<file path="src/rtl/fp_exc_trap.sv">
module fp_exc_trap #(
  parameter int REG_W = 5,
  parameter int NFLAG = 6
) (
  input  logic                   clk,
  input  logic                   rst,
  input  logic                   op_valid,
  input  logic [NFLAG-1:0]       op_flags,
  input  logic [NFLAG-1:0]       op_ignore,
  input  logic [REG_W-1:0]       op_dest,
  input  logic                   op_swc,
  input  logic [NFLAG-1:0]       trap_en,
  input  logic                   csr_we,
  input  logic [NFLAG-1:0]       csr_wdata,
  output logic [NFLAG-1:0]       status,
  output logic                   trap,
  output logic [NFLAG:0]         trap_summary,
  output logic [(1<<REG_W)-1:0]  trap_regmask
);
  localparam int NREG = 1 << REG_W;

  logic [NFLAG-1:0] kept;
  logic [NFLAG-1:0] sticky_set;
  logic [NFLAG-1:0] report;
  logic             fire;

  assign kept       = op_flags & ~op_ignore;
  assign sticky_set = !op_valid ? '0 : (op_swc ? kept : op_flags);
  assign fire       = op_valid && (kept != '0);
  assign report     = op_swc ? (kept & trap_en) : kept;

  always_ff @(posedge clk) begin
    if (rst) begin
      status       <= '0;
      trap         <= 1'b0;
      trap_summary <= '0;
      trap_regmask <= '0;
    end else begin
      status       <= (csr_we ? csr_wdata : status) | sticky_set;
      trap         <= fire;
      trap_summary <= fire ? {report, op_swc} : '0;
      trap_regmask <= fire ? (NREG'(1) << op_dest) : '0;
    end
  end
endmodule


</file>
<file path="config.mk">
export PLATFORM = sky130hd
export DESIGN_NAME = fp_exc_trap
export DESIGN_NICKNAME = d
export VERILOG_FILES = /design/src/rtl/fp_exc_trap.sv
export SDC_FILE = /design/constraint.sdc
export NUM_CORES = 1
export LEC_CHECK = 0
export BUFFER_PORTS_ARGS = -buffer_cell sky130_fd_sc_hd__buf_2
export CAP_MARGIN = 20
export CELL_PAD_IN_SITES_DETAIL_PLACEMENT = 0
export CELL_PAD_IN_SITES_GLOBAL_PLACEMENT = 1
export CORE_MARGIN = 3
export CORE_UTILIZATION = 30
export DETAILED_ROUTE_END_ITERATION = 10
export GPL_ROUTABILITY_DRIVEN = 0
export PLACE_DENSITY_LB_ADDON = 0.1
export REMOVE_ABC_BUFFERS = 1
export SLEW_MARGIN = 40
export SYNTH_ARGS = -nofsm -noshare
export SYNTH_HDL_FRONTEND = slang
export SYNTH_SLANG_ARGS = --single-unit
export TNS_END_PERCENT = 5
</file>
<file path="constraint.sdc">
create_clock -name clk -period 1.15 [get_ports clk]
set_input_delay 0.23 -clock clk [delete_from_list [all_inputs] [get_ports clk]]
set_output_delay 0.23 -clock clk [all_outputs]
set_load 0.02 [all_outputs]
</file>
==> results.tsv <==
stage	metric	value	unit
synthesis	ys_seq_elements	46	
synthesis	synth_area_leaders	dfxtp_1, a21oi_1, nand2_1, mux2i_1, o211a_1	
critical_path	r2r_cells	2	
global_routing	grt_pass1_wl	6760	um
clock_network	holdBufCountCts	0	
routing	via_count	1510	
critical_path	cp_num_cells	1	
timing	setup_viol	0	
routing	drtPass1Iterations	4	
die	die_area	6730	um2
synthesis	synth.distinct_cells	25	
timing	whs	0.159	ns
global_routing	first_global_vias	1363	
synthesis	syn_area	1740	um2
critical_path	path_buf_inv	1	
critical_path	ff2ff_setup_slack	0.52	ns
global_routing	gr-total-overflow	0	
layout	drive_gt1_frac	0.413	
critical_path	cp.arrival	0.79	ns
clock_network	post-cts-setup-buffer-count	0	
layout	finalNetCount	297	
synthesis	async_flop_share	0	
place	hpwl	3370	um
clock_network	clk_pin_slew	0.08	ns
place	placed_cell_area	2260	um2
critical_path	critPathTopFamily	flip-flops	
critical_path	path_cells	buf_2	
timing	rsz0062_at_grt	false	
critical_path	worstPathMaxFanout	1	
clock_network	cts_tree	built	
global_routing	grt_usage	0.137	
die	chipWidth	82.1	um
timing	clock.fmax	981	MHz
timing	post-route-min-period	1.02	ns
critical_path	max_stage_delay	0.33	ns
critical_path	regToRegEndpoint	status[1]	
synthesis	synth_top_cell_area_share	0.531	
timing	slew_violations	0	
critical_path	critPathCaptureType	output port	
synthesis	netlist_instances	179	
synthesis	synthFlopType	dfxtp_1	
critical_path	reg2reg_from	status[1]	
min_path	min_path_type	input pin to flop	
timing	final_hold_viol_count	0	
layout	antenna_cells	0	
timing	final.setup_skew	0	ns
critical_path	start_kind	flop	
clock_network	root_buffer	clkbuf_8	
die	ioPinCount	80	
synthesis	yosysMostFrequentCell	dfxtp_1	
timing	tightest_slew	0.389	ns
synthesis	yosys-top-cells-count	dfxtp_1, a21oi_1, nand2_1	
power_and_ir_drop	p_leak	1.18	nW
routing	drc_errors	0	
synthesis	ys.warnings.count	0	
job	max_cap_violations	0	
clock_network	cts_max_level	2	
critical_path	crit_required	0.92	ns
critical_path	slowest_stage	dfxtp_1	
synthesis	yosysSeqAreaShare	0.531	
global_routing	grt_start_max_net_pins	35	
layout	fin_util	0.424	
clock_network	clockBufferDepth	2	
synthesis	synth_edf_count	0	
synthesis	syn_area_per_cell	9.70	um2
status	status	complete, no violations	
layout	area_growth_syn_to_layout	35.3	%
die	initial_core_util	0.313	
critical_path	crit_path_start	trap_regmask[0]	
critical_path	crit_end	trap_regmask[0]	
routing	drtAntennaViolNets	0	
routing	via_per_inst	4.49	
routing	wire_per_inst	13.3	um
place	portBuffers	79	
power_and_ir_drop	totalPowerFinal	0.00303	W
routing	drt_wl_total	4470	um
routing	drt-initial-drc-count	64	
die	die_height	82.1	um
timing	finalWorstSetupSlack	0.131	ns
critical_path	critPathKind	flop to output port	
die	fp.coreArea	5540	um2
clock_network	clk_latency	0.29	ns
clock_network	cts_resized	0	
power_and_ir_drop	ir_drop	406	uV
power_and_ir_drop	pwr_density_cell	1290	nW/um2
clock_network	cts-buffers-inserted	5	
place	preCtsSetupSlack	-0.101	ns
die	rows	27	
global_routing	antenna_found_initial	0	
timing	relSlewSlack	0.738	
synthesis	synth_top_area_cell	dfxtp_1	
timing	timing.final.crit_share	0.886	
clock_network	clock-sinks	46	
layout	final_cell_area	2350	um2
==> through the flow <==
step                std cells  setup TNS, ns
floorplan                 163         -26.60
global placement          328          -2.91
detailed placement        328          -2.86
CTS                       336              0
global route              336              0
finish                    336              0
==> report_power, final <==
| part | switching [W] | internal (W) | total [W] | leakage, nW |
|---|---|---|---|---|
| logic | 0.000231 | 0.000164 | 0.000395 | 0.760 |
| clock network | 0.000515 | 0.000485 | 0.00100 | 0.0482 |
| registers | 0.0000101 | 0.00162 | 0.00163 | 0.373 |
| total | 0.000756 | 0.00227 | 0.00303 | 1.18 |
==> cells by family (layout without fill, tap and decap cells) <==
group | count (synthesis) | after routing | share of synthesized area
and+or+nand+nor | 61 | 61 | 0.210
AOI/OAI and AO/OA | 48 | 48 | 0.164
DFF | 46 | 46 | 0.531
buffers and inverters | 18 | 103 | 0.0613
muxes | 6 | 6 | 0.0346
==> how the worst min path moves through the flow <==
stage | startpoint | to | slack (ns) | cells after the start
2_1_floorplan | rst | status[0] | 0.30 | 1
3_3_place_gp | trap_en[2] | trap_summary[3] | 0.46 | 2
3_5_place_dp | trap_en[2] | trap_summary[3] | 0.46 | 2
4_1_cts | trap_en[2] | trap_summary[3] | 0.15 | 2
5_1_grt | trap_en[4] | trap_summary[5] | 0.15 | 2
6_report | trap_en[2] | trap_summary[3] | 0.16 | 2
==> sequential cells by signal, summed over array words and instances (netlist names) <==
register and flops:
status 6, trap 1, trap_regmask 32, trap_summary 7
==> layout make-up <==
class,count,area (um2)
repair buffers,93,526
multi-input cells,115,712
flip-flops and latches,46,921
fillers,618,3190
clock inverters,1,5.00
well taps,72,90.1
inverters,2,7.51
clock buffers,7,86.3
==> placed cells by master, fill, tap and decap left out, types with 2 or more instances in the layout <==
cell type / n
a21oi_1: 37
a21oi_2: 3
and3b_1: 3
and4bb_2: 2
buf_12: 2
buf_2: 79
buf_4: 12
clkbuf_8: 6
dfxtp_1: 46
inv_1: 2
mux2i_1: 6
nand2_1: 34
nand3_1: 5
nand4_1: 4
nor2b_1: 4
nor2b_4: 2
nor3b_1: 3
o211a_1: 5
==> layer usage <==
metal | vias to the layer above | part of all wire | GRT usage
li1 | 781 | - | -
met1 | 683 | 0.45 | 0.178
met2 | 41 | 0.46 | 0.209
met3 | 5 | 0.067 | 0.0482
met4 | 0 | 0.014 | 0.0498
met5 | - | 0 | 0
Note: power is estimated with default switching activity, not from simulation.
